File: src/rtl/dram_ref_pkg.sv
// Shared types and timing helpers for the DRAM refresh scheduler.
// Assumes all timing values are whole nanoseconds and the clock is given in MHz.
package dram_ref_pkg;

    typedef enum logic [1:0] {
        PH_IDLE,
        PH_SETUP,
        PH_ACT,
        PH_PRE
    } strobe_phase_t;

    typedef enum logic [1:0] {
        MS_WAIT,
        MS_INIT,
        MS_RUN
    } ctrl_state_t;

    // Round a nanosecond time up to clock cycles, never below one cycle.
    function automatic int ns_to_cycles(input int ns, input int mhz);
        int c;
        c = (ns * mhz + 999) / 1000;
        if (c < 1) c = 1;
        return c;
    endfunction

    function automatic int max_of(input int a, input int b);
        return (a > b) ? a : b;
    endfunction

endpackage

File: src/rtl/dram_ref_ticker.sv
// Interval timer: emits a one-cycle tick every INTERVAL enabled cycles.
// Assumes INTERVAL >= 2; the count restarts whenever the enable drops.
module dram_ref_ticker #(
    parameter int INTERVAL = 781
) (
    input  logic clk,
    input  logic rst_n,
    input  logic en,
    output logic tick
);
    localparam int CW = $clog2(INTERVAL);

    logic [CW-1:0] cnt;

    // Tick on the last count of each interval.
    assign tick = en && (cnt == CW'(INTERVAL - 1));

    // Advance the interval counter while enabled.
    always_ff @(posedge clk) begin
        if (!rst_n)      cnt <= '0;
        else if (!en)    cnt <= '0;
        else if (tick)   cnt <= '0;
        else             cnt <= cnt + 1'b1;
    end

    AST_TICK_SPACED: assert property (@(posedge clk) disable iff (!rst_n)
        tick |=> !tick);

endmodule

File: src/rtl/dram_ref_owed.sv
// Saturating count of refreshes owed to the array.
// Assumes inc and dec may coincide, in which case the count is unchanged.
module dram_ref_owed #(
    parameter int W = 4
) (
    input  logic         clk,
    input  logic         rst_n,
    input  logic         inc,
    input  logic         dec,
    output logic [W-1:0] count
);
    localparam logic [W-1:0] CMAX = {W{1'b1}};

    // Update the owed count, clamping at both ends.
    always_ff @(posedge clk) begin
        if (!rst_n) begin
            count <= '0;
        end else if (inc && !dec) begin
            if (count != CMAX) count <= count + 1'b1;
        end else if (dec && !inc) begin
            if (count != '0) count <= count - 1'b1;
        end
    end

    AST_NO_WRAP: assert property (@(posedge clk) disable iff (!rst_n)
        (count == CMAX && inc && !dec) |=> (count == CMAX));
    AST_NO_UNDERFLOW: assert property (@(posedge clk) disable iff (!rst_n)
        (count == '0 && dec && !inc) |=> (count == '0));

endmodule

File: src/rtl/dram_ref_strobe.sv
// Strobe engine: one column-before-row refresh cycle per start pulse.
// Phases: column setup, row active, precharge. Strobes are registered.
// Assumes start is only acted on while idle; done pulses in the last precharge cycle.
module dram_ref_strobe #(
    parameter int N_SET = 1,
    parameter int N_ACT = 3,
    parameter int N_PRE = 3,
    parameter int RAS_W = 2,
    parameter int CAS_W = 8
) (
    input  logic             clk,
    input  logic             rst_n,
    input  logic             start,
    output logic [RAS_W-1:0] ras_n,
    output logic [CAS_W-1:0] cas_n,
    output logic             busy,
    output logic             done
);
    import dram_ref_pkg::*;

    localparam int NMAX = max_of(max_of(N_SET, N_ACT), N_PRE);
    localparam int CNW  = $clog2(NMAX + 1);

    strobe_phase_t  phase, phase_nxt;
    logic [CNW-1:0] cnt, cnt_nxt, lim_m1;
    logic           last;
    logic           cas_lvl_nxt, ras_lvl_nxt;

    // Length of the current phase, minus one.
    always_comb begin
        case (phase)
            PH_SETUP: lim_m1 = CNW'(N_SET - 1);
            PH_ACT:   lim_m1 = CNW'(N_ACT - 1);
            PH_PRE:   lim_m1 = CNW'(N_PRE - 1);
            default:  lim_m1 = '0;
        endcase
    end

    assign last = (cnt == lim_m1);
    assign busy = (phase != PH_IDLE);
    assign done = (phase == PH_PRE) && last;

    // Phase sequencing.
    always_comb begin
        phase_nxt = phase;
        cnt_nxt   = cnt + 1'b1;
        case (phase)
            PH_IDLE: begin
                cnt_nxt = '0;
                if (start) phase_nxt = PH_SETUP;
            end
            PH_SETUP: if (last) begin phase_nxt = PH_ACT; cnt_nxt = '0; end
            PH_ACT:   if (last) begin phase_nxt = PH_PRE; cnt_nxt = '0; end
            PH_PRE:   if (last) begin phase_nxt = PH_IDLE; cnt_nxt = '0; end
            default:  begin phase_nxt = PH_IDLE; cnt_nxt = '0; end
        endcase
    end

    assign cas_lvl_nxt = !(phase_nxt == PH_SETUP || phase_nxt == PH_ACT);
    assign ras_lvl_nxt = !(phase_nxt == PH_ACT);

    // Phase and counter registers.
    always_ff @(posedge clk) begin
        if (!rst_n) begin
            phase <= PH_IDLE;
            cnt   <= '0;
        end else begin
            phase <= phase_nxt;
            cnt   <= cnt_nxt;
        end
    end

    // One flop per column strobe lane, all fed the same level.
    for (genvar g = 0; g < CAS_W; g++) begin : g_cas
        always_ff @(posedge clk) begin
            if (!rst_n) cas_n[g] <= 1'b1;
            else        cas_n[g] <= cas_lvl_nxt;
        end
    end

    // One flop per row strobe lane.
    for (genvar g = 0; g < RAS_W; g++) begin : g_ras
        always_ff @(posedge clk) begin
            if (!rst_n) ras_n[g] <= 1'b1;
            else        ras_n[g] <= ras_lvl_nxt;
        end
    end

    // Checker counter: consecutive cycles the row strobe has been low.
    logic [CNW:0] ras_low_run;
    always_ff @(posedge clk) begin
        if (!rst_n)                        ras_low_run <= '0;
        else if (ras_n[0])                 ras_low_run <= '0;
        else if (ras_low_run != '1)        ras_low_run <= ras_low_run + 1'b1;
    end

    AST_CAS_BEFORE_RAS: assert property (@(posedge clk) disable iff (!rst_n)
        $fell(ras_n[0]) |-> $past(cas_n[0] == 1'b0));
    AST_RAS_LOW_MIN: assert property (@(posedge clk) disable iff (!rst_n)
        $rose(ras_n[0]) |-> (ras_low_run >= (CNW+1)'(N_ACT)));
    AST_START_SETUP: assert property (@(posedge clk) disable iff (!rst_n)
        (start && !busy) |=> (!cas_n[0] && ras_n[0]));
    AST_LANES_MATCH: assert property (@(posedge clk) disable iff (!rst_n)
        (cas_n == '0 || cas_n == '1) && (ras_n == '0 || ras_n == '1));

endmodule

File: src/rtl/dram_refresh_ctrl.sv
// Refresh scheduler and power-up initializer for an asynchronous DRAM array.
// Power-up: quiet wait, then INIT_CYCLES dummy refreshes, then ready.
// Run: interval ticks add owed refreshes; each is done after a grant,
// or without one once FORCE_THRESH are owed. Timings derive from CLK_MHZ
// and SLOW_GRADE. Assumes the sequencer releases the bus when it grants.
module dram_refresh_ctrl #(
    parameter int CLK_MHZ           = 50,
    parameter int SLOW_GRADE        = 1,
    parameter int REFRESH_ROWS      = 4096,
    parameter int REFRESH_WINDOW_US = 64000,
    parameter int POWERUP_US        = 100,
    parameter int INIT_CYCLES       = 8,
    parameter int OWE_W             = 4,
    parameter int FORCE_THRESH      = 4,
    parameter int RAS_W             = 2,
    parameter int CAS_W             = 8
) (
    input  logic             clk,
    input  logic             rst_n,
    input  logic             ref_gnt,
    input  logic             acc_req,
    output logic             ref_req,
    output logic             acc_gnt,
    output logic [RAS_W-1:0] dram_ras_n,
    output logic [CAS_W-1:0] dram_cas_n,
    output logic             dram_we_n,
    output logic             ref_busy,
    output logic             dram_ready
);
    import dram_ref_pkg::*;

    localparam int T_RAS_NS = (SLOW_GRADE != 0) ? 60 : 50;
    localparam int T_RP_NS  = (SLOW_GRADE != 0) ? 40 : 30;
    localparam int T_RC_NS  = (SLOW_GRADE != 0) ? 104 : 84;
    localparam int T_WSR_NS = (SLOW_GRADE != 0) ? 15 : 10;
    localparam int T_CSR_NS = 5;
    localparam int T_CHR_NS = 10;
    localparam int T_RPC_NS = 5;

    localparam int N_SET = max_of(ns_to_cycles(T_CSR_NS, CLK_MHZ), ns_to_cycles(T_WSR_NS, CLK_MHZ));
    localparam int N_ACT = max_of(ns_to_cycles(T_RAS_NS, CLK_MHZ), ns_to_cycles(T_CHR_NS, CLK_MHZ));
    localparam int N_PRE = max_of(max_of(ns_to_cycles(T_RP_NS, CLK_MHZ), ns_to_cycles(T_RPC_NS, CLK_MHZ)),
                                  ns_to_cycles(T_RC_NS, CLK_MHZ) - N_ACT);
    localparam int INTERVAL = (REFRESH_WINDOW_US * CLK_MHZ) / REFRESH_ROWS;
    localparam int N_PWR    = POWERUP_US * CLK_MHZ + 1;
    localparam int PW       = $clog2(N_PWR + 1);
    localparam int IW       = $clog2(INIT_CYCLES + 1);

    ctrl_state_t      state;
    logic [PW-1:0]    pwr_cnt;
    logic [IW-1:0]    init_cnt;
    logic [OWE_W-1:0] owed;
    logic             tick, eng_start, eng_busy, eng_done;
    logic             run, owe_any, force_take, start_run;

    assign run        = (state == MS_RUN);
    assign owe_any    = (owed != '0);
    assign force_take = (owed >= OWE_W'(FORCE_THRESH));
    assign start_run  = run && !eng_busy && owe_any && (ref_gnt || force_take);
    assign eng_start  = ((state == MS_INIT) && !eng_busy) || start_run;

    assign ref_req    = run && !eng_busy && owe_any;
    assign ref_busy   = !run || eng_busy;
    assign dram_ready = run;
    assign acc_gnt    = run && acc_req && !eng_busy && !start_run;
    assign dram_we_n  = 1'b1;

    // Power-up wait, dummy-refresh burst, then normal operation.
    always_ff @(posedge clk) begin
        if (!rst_n) begin
            state    <= MS_WAIT;
            pwr_cnt  <= '0;
            init_cnt <= '0;
        end else begin
            case (state)
                MS_WAIT: begin
                    if (pwr_cnt == PW'(N_PWR - 1)) state <= MS_INIT;
                    else                           pwr_cnt <= pwr_cnt + 1'b1;
                end
                MS_INIT: begin
                    if (eng_done) begin
                        if (init_cnt == IW'(INIT_CYCLES - 1)) state <= MS_RUN;
                        else                                  init_cnt <= init_cnt + 1'b1;
                    end
                end
                default: state <= MS_RUN;
            endcase
        end
    end

    dram_ref_ticker #(.INTERVAL(INTERVAL)) u_ticker (
        .clk   (clk),
        .rst_n (rst_n),
        .en    (run),
        .tick  (tick)
    );

    dram_ref_owed #(.W(OWE_W)) u_owed (
        .clk   (clk),
        .rst_n (rst_n),
        .inc   (tick),
        .dec   (run && eng_done),
        .count (owed)
    );

    dram_ref_strobe #(
        .N_SET (N_SET),
        .N_ACT (N_ACT),
        .N_PRE (N_PRE),
        .RAS_W (RAS_W),
        .CAS_W (CAS_W)
    ) u_strobe (
        .clk   (clk),
        .rst_n (rst_n),
        .start (eng_start),
        .ras_n (dram_ras_n),
        .cas_n (dram_cas_n),
        .busy  (eng_busy),
        .done  (eng_done)
    );

    AST_QUIET_WAIT: assert property (@(posedge clk) disable iff (!rst_n)
        (state == MS_WAIT) |-> (&dram_ras_n && &dram_cas_n));
    AST_READY_HOLD: assert property (@(posedge clk) disable iff (!rst_n)
        dram_ready |=> dram_ready);
    AST_READY_AFTER_DONE: assert property (@(posedge clk) disable iff (!rst_n)
        $rose(dram_ready) |-> $past(eng_done));
    AST_GNT_EXCLUSIVE: assert property (@(posedge clk) disable iff (!rst_n)
        acc_gnt |-> (dram_ready && !ref_busy && acc_req));
    AST_FORCED_TAKE: assert property (@(posedge clk) disable iff (!rst_n)
        (run && !eng_busy && force_take) |=> eng_busy);
    AST_START_NEEDS_REQ: assert property (@(posedge clk) disable iff (!rst_n)
        (run && !eng_busy && !ref_req) |=> !eng_busy);

endmodule

File: config.mk
export PLATFORM = sky130hd
export DESIGN_NAME = dram_refresh_ctrl
export DESIGN_NICKNAME = d
export VERILOG_FILES = /design/src/rtl/dram_ref_pkg.sv /design/src/rtl/dram_ref_ticker.sv /design/src/rtl/dram_ref_owed.sv /design/src/rtl/dram_ref_strobe.sv /design/src/rtl/dram_refresh_ctrl.sv
export SDC_FILE = /design/constraint.sdc
export NUM_CORES = 1
export LEC_CHECK = 0
export ABC_AREA = 1
export BUFFER_PORTS_ARGS = -buffer_cell sky130_fd_sc_hd__buf_2
export CAP_MARGIN = 10
export CORE_MARGIN = 4
export CORE_UTILIZATION = 53
export CTS_CLUSTER_DIAMETER = 200
export DETAILED_ROUTE_END_ITERATION = 16
export GPL_ROUTABILITY_DRIVEN = 0
export PLACE_DENSITY = 0.85
export SLEW_MARGIN = 20
export SYNTH_ARGS = -nofsm -noshare
export SYNTH_HDL_FRONTEND = slang
export SYNTH_SLANG_ARGS = --single-unit
File: constraint.sdc
create_clock -name clk -period 1.9 [get_ports clk]
set_input_delay 0 -clock clk [delete_from_list [all_inputs] [get_ports clk]]
set_output_delay 0 -clock clk [all_outputs]
set_load 0.005 [all_outputs]
After elaboration in Yosys (flattened, before gate mapping)

Index checks and enable logic that the tools add are counted.

Add/subtract/negate cells: 6
Multipliers: 0
Divide/modulo/power cells: 0
$lt $le $gt $ge: 1
Equality and inequality tests: 16
Shift operators: 0
Mux-type cells: 16
Bitwise gates (word level): 4
Reduce and logical (&&, ||, !) cells: 36

Operators by type and width:

| cell                                                                                | number |
|---|---|
| 2-bit 2-to-1 mux                                                                    | 9 |
| 4-bit 2-to-1 mux                                                                    | 4 |
| 13-bit by 1-bit adder with 13-bit output, second input constant                     | 1 |
| 13-bit equality test, second input constant                                         | 1 |
| 1-bit logical AND                                                                   | 12 |
| 10-bit by 1-bit adder with 10-bit output, second input constant                     | 1 |
| 10-bit equality test, second input constant                                         | 1 |
| 3-bit AND reduction                                                                 | 3 |
| 4-bit by 1-bit adder with 4-bit output, second input constant                       | 2 |
| 2-bit equality test, second input constant                                          | 4 |
| 2-bit case mux with 2 select lines                                                  | 2 |
| 2-bit case mux with 4 select lines                                                  | 1 |
| 1-bit logical NOT                                                                   | 7 |
| 2-bit by 1-bit equality test with 1-bit output, second input constant               | 3 |
| 2-bit != test, second input constant                                                | 3 |
| 2-bit nonzero test                                                                  | 3 |
| 3-bit OR reduction                                                                  | 2 |
| 4-bit by 3-bit equality test with 1-bit output, second input constant               | 1 |
| 4-bit by 3-bit greater-or-equal comparator with 1-bit output, second input constant | 1 |
| 2-bit logical NOT                                                                   | 2 |
| 1-bit logical OR                                                                    | 4 |
| 4-bit != test, second input constant                                                | 1 |
| 1-bit inverter                                                                      | 4 |
| 4-bit nonzero test                                                                  | 1 |
| other kinds (6)                                                                     | 6 |

Register bits after elaboration: 39
Bits in latches: 0
RAM bits: 0
ROM bits: 0
Bits of input ports: 4
Output and inout bits: 15
Logic and storage cells: 88
Memories kept: 0

Longest topological paths before layout

Gate-level depths: netlist (run 1).

Depth in word-level cells: 11
Mapped depth: 17
Gate-level depth less buffers: 17

By module

From an unflattened synthesis (run 1), not the netlist that was laid out.

Cell total of the unflattened synthesis: 354
Area total of the unflattened synthesis: 2414.8 um^2

Modules (own cells, without submodules):

| module            | instances | cells an instance | area each (um^2) | seq. area each (um^2) |
|---|---|---|---|---|
| dram_refresh_ctrl | 1         | 181               | 1201.2           | 380.4 |
| dram_ref_ticker   | 1         | 71                | 530.5            | 200.2 |
| dram_ref_strobe   | 1         | 48                | 346.6            | 120.1 |
| dram_ref_owed     | 1         | 54                | 336.6            | 80.1 |

Worst setup path after synthesis (run 1)

No wires, ideal clock.

Kind: register -> register
Start point: register u_ticker.cnt[0]
End point: register u_owed.count[3]
Library setup time: 0.113 ns
Arrival time: 1.866 ns
Required time: 1.787 ns
Setup slack: -0.079 ns
Cell stages (with the launch flop): 17
Buffers on the path: 0
Cell sequence: dfxtp_1 -> inv_1 -> ha_1 -> nand2_1 -> nor2_1 -> nand4_2 -> inv_1 -> nand2_1 -> ha_1 -> nand2_1 -> nand2_1 -> nor2_1 -> nand4_1 -> nand2_1 -> nor2_2 -> nor2_1 -> nor2_1

Longest elaborated chain between the ends: 6
Elaborated cells on any way between the ends: 10

RTL lines:

| what                                 | RTL line              | RTL |
|---|---|---|
| from (decl)                          | dram_ref_ticker.sv:13 | `logic [CW-1:0] cnt;` |
| from (signal assigned)               | dram_ref_ticker.sv:23 | `else cnt <= cnt + 1'b1;` |
| 10-bit equality test *               | dram_ref_ticker.sv:16 | `assign tick = en && (cnt == CW'(INTERVAL - 1));` |
| 1-bit logical AND *                  | dram_ref_ticker.sv:16 |  |
| 1-bit logical NOT                    | dram_ref_owed.sv:20   | `end else if (dec && !inc) begin` |
| 1-bit logical AND                    | dram_ref_owed.sv:20   |  |
| 2-bit nonzero test (no source line)  | --                    |  |
| 3-bit AND reduction (no source line) | --                    |  |
| to (signal assigned)                 | dram_ref_owed.sv:19   | `if (count != CMAX) count <= count + 1'b1;` |
| to (signal assigned)                 | dram_ref_owed.sv:21   | `if (count != '0) count <= count - 1'b1;` |
| to (decl)                            | dram_ref_owed.sv:10   | `output logic [W-1:0] count` |

Every way passes the cells marked *; elsewhere a longest branch is shown, timed or not.
A chain may end at the register's enable or synchronous reset.

Final worst setup path (run 1)

Same ends and word-level chain as after synthesis.

==> metrics.txt, run 1 <==
RSZ-0062 raised after global routing=yes; number of synthesized flops with an enable pin=0; Avg Synthesized Cell Area=7.10 µm²; n_diodes=0; Worst Hold Class=in -> reg; mux contribution to synthesized area=0; largest net degree at the start of global routing=20; worst skew pair latency=0.29 ns; Chip Height=72.9 µm; pre-CTS setup slack=-0.140 ns; adder-cell share of the synthesized area=0.0538; post-synthesis cell count=roughly 310; critical path fanouts, max=3; DRC=0; Num CTS Buffers=5; grt ovf=0; FF-to-FF Start=u_ticker.cnt[0]; simple-gate area share of the yosys netlist=0.329; post-detail-place hpwl=3280 µm; CTS tree=built; #FFs+latches synth=39; most used cell, CP=nand2_2; Data required, critical path=approximately 2.1 ns; Crit path arrival time=about 2.3 ns; CP Class=reg -> reg; top-count cell post-synth=nand2_1; Boundary Pins=19; layout cells sized above 1=0.242; antenna violations before repair=0; core area=0.00403 mm²; Port Buffers=17; antenna-violating nets left=0; overall die width=72.9 µm; slowest cell delay on critical path=0.33 ns; row count=23; Tmin final=2.06 ns; initial drt markers=about 140; CTS Sinks=39; GRT Overall Usage=0.194; Yosys top cell area share=0.350; final worst slack=-0.163 ns; Synthesized Nets=between 300 and 400; final hold vios=0; Post-Route WL=between 4000 and 5000 µm; slowest CP cell=dfxtp_2; Synth Area in Compound Gates=0.0976; worst path cell trace=inv_2 > ha_4 > nand2_2 > nor2_2 > nand4_2 > inv_2 > nand2_4 > ha_4 > nand2_2 > nand2_2 > nor2_4 > nand4_1 > nand2_2 > nor2_2 > nor2_1 > nor2_1; critical path capture point type=flop; largest family of logic cells by synthesized area=simple AND/OR/NAND/NOR gates; xor and xnor area share after synthesis=0.0353; Clk pin slew, worst setup/hold paths=0.08 ns; maximum clock path buffer count=2; Area growth, synth to finish=14.6%; Post-Route Setup TNS=-0.163 ns; proportion of synthesized chip area in sequential cells=0.350; period utilisation layout=1.09; vias in the first global route=1929; Hold Crit Start=ref_gnt; Pwr Total=about 1.7 mW; Yosys warnings=0; full die area=0.00531 mm²; post-layout util=0.635; number of unique standard cell types used by synthesis=38; Slew Viols, Final=0; status=finished with violations; vias after detailed routing=2029; Final setup viols=1; Root Driver=clkbuf_8; Max rail drop VDD=0.348 mV; top post-synthesis cells by area=dfxtp_1 35%, nand2_1 9.6%, inv_1 7.6%; Vias/cell=5.22; fillcell total=364; wire per inst=12.5 µm; Synth Cell Area=0.00223 mm²; Setup Skew=roughly 0.0044 ns; synth cell count leaders=57 x nand2_1, 45 x inv_1, 39 x dfxtp_1; Net count, final=351; Initial Util=0.554; Synth area leader=dfxtp_1; first-pass GRT wire length=8170 µm; Leak Pwr=0.960 nW; max cap viols=0; failing checks=negative setup slack; PD cells=650 mW/mm²; Max Freq=roughly 0.48 GHz; Pre-Repair DR Iteration Count=6; top_reg_cell synth=dfxtp_1; CP Launch Type=flop; Worst Setup SP=u_ticker.cnt[0]; hold slack=~0.069 ns; Synth async-reset ratio=0; CTS H-tree depth=2
-- logic make-up (layout without fill, tap and decap cells) --
group	Yosys count	count (layout)
compound gates	39	39
xor+xnor	9	9
fa+ha+maj	9	9
buf+inv	64	89
flops	39	39
other cells	1	1
simple gates	153	153
-- cell type report --
class	count	area (µm²)	area share
Multi-Input combinational cell	211	1230	0.480
Timing Repair Buffer	31	190	0.0744
Clock inverter	1	7.51	0.00294
Sequential cell	39	785	0.307
Tap cell	50	62.6	0.0245
Clock buffer	7	96.3	0.0377
Inverter	50	188	0.0734
-- worst max-delay path: cells and delay by family, from the launching register on --
family        cells  cell delay [ns]
simple gates     12             1.09
flops             1             0.33
buf+inv           2             0.18
fa+ha+maj         2             0.37
-- cells in the final DEF, fill, tap and decap left out, types with 2 or more instances in the layout --
master / netlist / routed
nand3_1: 16 / 16
ha_4: 0 / 3
buf_2: 0 / 17
nor2_2: 2 / 4
o21ai_0: 14 / 14
a21oi_1: 17 / 17
inv_2: 4 / 8
xor2_1: 6 / 6
xnor2_1: 3 / 3
nor2_1: 37 / 34
nor3_1: 15 / 15
dfxtp_1: 39 / 36
ha_1: 8 / 5
clkbuf_8: 0 / 7
buf_4: 9 / 14
nand2_2: 3 / 9
a21oi_2: 2 / 2
dfxtp_2: 0 / 3
nor3_2: 3 / 3
nand3_2: 3 / 3
inv_1: 45 / 41
nand2_1: 57 / 50
nand4_1: 8 / 8
or2_2: 2 / 2
-- metrics by stage --
stage	instance area, µm²	std cells
after floorplan	2250	314
after global placement	2360	377
after detailed placement	2360	377
after CTS	2530	388
after global routing	2560	389
final	2560	389
-- routing by layer --
| metal | track usage | part of all wire | routed length, µm | vias to the layer above |
|---|---|---|---|---|
| met1 | 0.230 | 0.43 | 2110 | 914 |
| met4 | 0.0881 | 0.019 | 91 | 0 |
| met5 | 0 | 0 | 0 | - |
| met3 | 0.0427 | 0.050 | 241 | 12 |
| li1 | - | - | - | 1045 |
| met2 | 0.331 | 0.50 | 2430 | 58 |
-- state kept, by name, summed over array words and instances, names as in the netlist --
register and cells:
pwr_cnt 13, u_ticker.cnt 10, init_cnt 4, u_owed.count 4, state 2, u_strobe.cnt 2
u_strobe.phase 2, u_strobe.cas_n 1, u_strobe.ras_n 1
-- where the power goes --
group	internal, mW	leakage (nW)	switching (mW)
sequential	0.840	0.317	0.0182
clock	0.330	0.0505	0.296
combinational	0.0697	0.592	0.109
total	1.24	0.960	0.423
-- worst paths after layout --
check                      endpoint  slack [ns]  cells after the start
setup / recovery    u_owed.count[3]       -0.16                     16
setup reg to reg    u_owed.count[3]       -0.16                     16
hold reg to reg         init_cnt[0]        0.49                      2
hold / removal    u_strobe.phase[0]        0.07                      5
-- repair_timing --
item,4_1_cts,5_1_grt
hold buffers,0,0
setup buffers,3,1
hold endpoints to repair,0,0
pin swaps,12,15
endpoints found under the setup margin,3,4
gates resized for setup,12,10
(Power assumes the default switching activity.)
==> run 2, diff against run 1 <==
CORE_UTILIZATION = 55   (was 53)
PLACE_DENSITY = 0.84   (was 0.85)
clock period = 2.1 ns   (was 1.9 ns; I/O delays follow)
==> run 2 against run 1 <==
  * The flow now finishes without violations
  * First-iteration DRC count down 31%
  * Critical endpoint unchanged
  * Design area is 6.2% lower
  * Hold slack worse by 0.028 ns
  * Register-to-register slack better by 0.32 ns
  * Critical path type unchanged
  * Maximum frequency rose by 6.3%
  * Total power down 14%
  * Sequential power shrank 9.2%
  * Largest power group unchanged
  * Critical path depth stayed put
  * Via count is 4.8% lower
==> metrics.txt, run 2 (synthesis gave the netlist of run 1 again) <==
RSZ-0062 raised after global routing=no; commonest non-fill, non-tap cell in the layout=nand2_1; slowest CP cell=dfxtp_2; wire per inst=10.9 µm; core area=0.00380 mm²; max cap viols=0; Chip Height=~70 µm; most used cell, CP=nor2_1; worst skew pair latency=0.30 ns; Root Driver=clkbuf_8; antenna-violating nets left=0; vias after detailed routing=1931; status=complete, no violations; critical path capture point type=flop; Post-Route WL=4090 µm; overall die width=71.7 µm; Placement Cell Area=roughly 0.0023 mm²; Max Freq=0.515 GHz; CTS H-tree depth=2; Data required, critical path=2.29 ns; period utilisation layout=0.924; post-detail-place hpwl=3080 µm; Boundary Pins=19; postcts setup bufs=0; Pre-Repair DR Iteration Count=4; CTS tree=built; vias in the first global route=1789; largest net degree at the start of global routing=20; Leak Pwr=0.904 nW; worst path cell trace=inv_1 > ha_2 > nand2_1 > nor2_2 > nand4_2 > inv_2 > nand2_4 > ha_1 > nand2_1 > nor2_1 > nor2_1 > nand4_1 > nand2_1 > nor2_2 > nor2_1 > nor2_1; Post-Route Setup TNS=0 ns; Vias/cell=between 5 and 6; Initial Util=0.587; Clk pin slew, worst setup/hold paths=0.08 ns; Worst Hold Class=in -> reg; max reg flops=13; CP delay by family, top=simple AND/OR/NAND/NOR gates; Finished Cell Area=0.00240 mm²; first-pass GRT wire length=7180 µm; initial drt markers=100; CP Launch Type=flop; PD cells=592 mW/mm²; GRT Overall Usage=0.170; Port Buffers=17; CP Class=reg -> reg; post-layout util=0.632; Crit path arrival time=2.13 ns; FF+latch area=782 µm²; fillcell total=337; pre-CTS setup slack=about 0.054 ns; largest reg by FF count=pwr_cnt; Max rail drop VDD=0.307 mV; hold slack=0.0405 ns; slowest cell delay on critical path=0.33 ns; DRC=0; maximum clock path buffer count=2; antenna violations before repair=0; critical path fanouts, max=3; full die area=0.00514 mm²; Area growth, synth to finish=7.57%; n_diodes=0; Num CTS Buffers=5; area of the multi-input gates=0.00118 mm²; final worst slack=~0.16 ns; Pwr Total=around 1.4 mW; grt ovf=0; Tmin final=a little under 2 ns; post-CTS sizing=0; Top Registers=pwr_cnt x13, u_ticker.cnt x10; row count=22; Net count, final=340; Post-CTS Hold Fix Bufs=0; most frequent cells in the layout=56 x nand2_1, 43 x inv_1, 38 x dfxtp_1; Setup Skew=0.0123 ns; Final setup viols=0; placed cell count=368; Slew Viols, Final=0; Finished Layout Cells=around 380; CP Buf/Inv Count=2; final hold vios=0; CTS Sinks=39; layout cells sized above 1=0.174
-- run 2: cell type report --
type,instances,area share
Multi-Input combinational cell,211,0.491
Inverter,50,0.0782
Clock inverter,3,0.00626
Clock buffer,5,0.0287
Timing Repair Buffer,20,0.0448
Sequential cell,39,0.326
Tap cell,48,0.0250
-- run 2: layer usage --
metal | vias to the layer above | share of wire | GRT usage
met5 | - | 0 | 0
met4 | 0 | 0.011 | 0.0668
met3 | 4 | 0.048 | 0.0407
met2 | 40 | 0.46 | 0.293
met1 | 868 | 0.48 | 0.204
li1 | 1019 | - | -
-- run 2: where the power goes --
| part | total [mW] | switching, mW | internal, mW |
|---|---|---|---|
| Clock | 0.491 | 0.264 | 0.227 |
| Sequential | 0.779 | 0.0190 | 0.760 |
| Combinational | 0.152 | 0.0941 | 0.0579 |
-- run 2: path summary, 6_finish.rpt --
kind | depth (start not counted) | from | end | slack, ns
max | 16 | u_ticker.cnt[1] | u_owed.count[3] | 0.16
min | 2 | rst_n | u_strobe.ras_n[0] | 0.04
max reg2reg | 16 | u_ticker.cnt[1] | u_owed.count[3] | 0.16
min reg2reg | 2 | init_cnt[0] | init_cnt[0] | 0.49
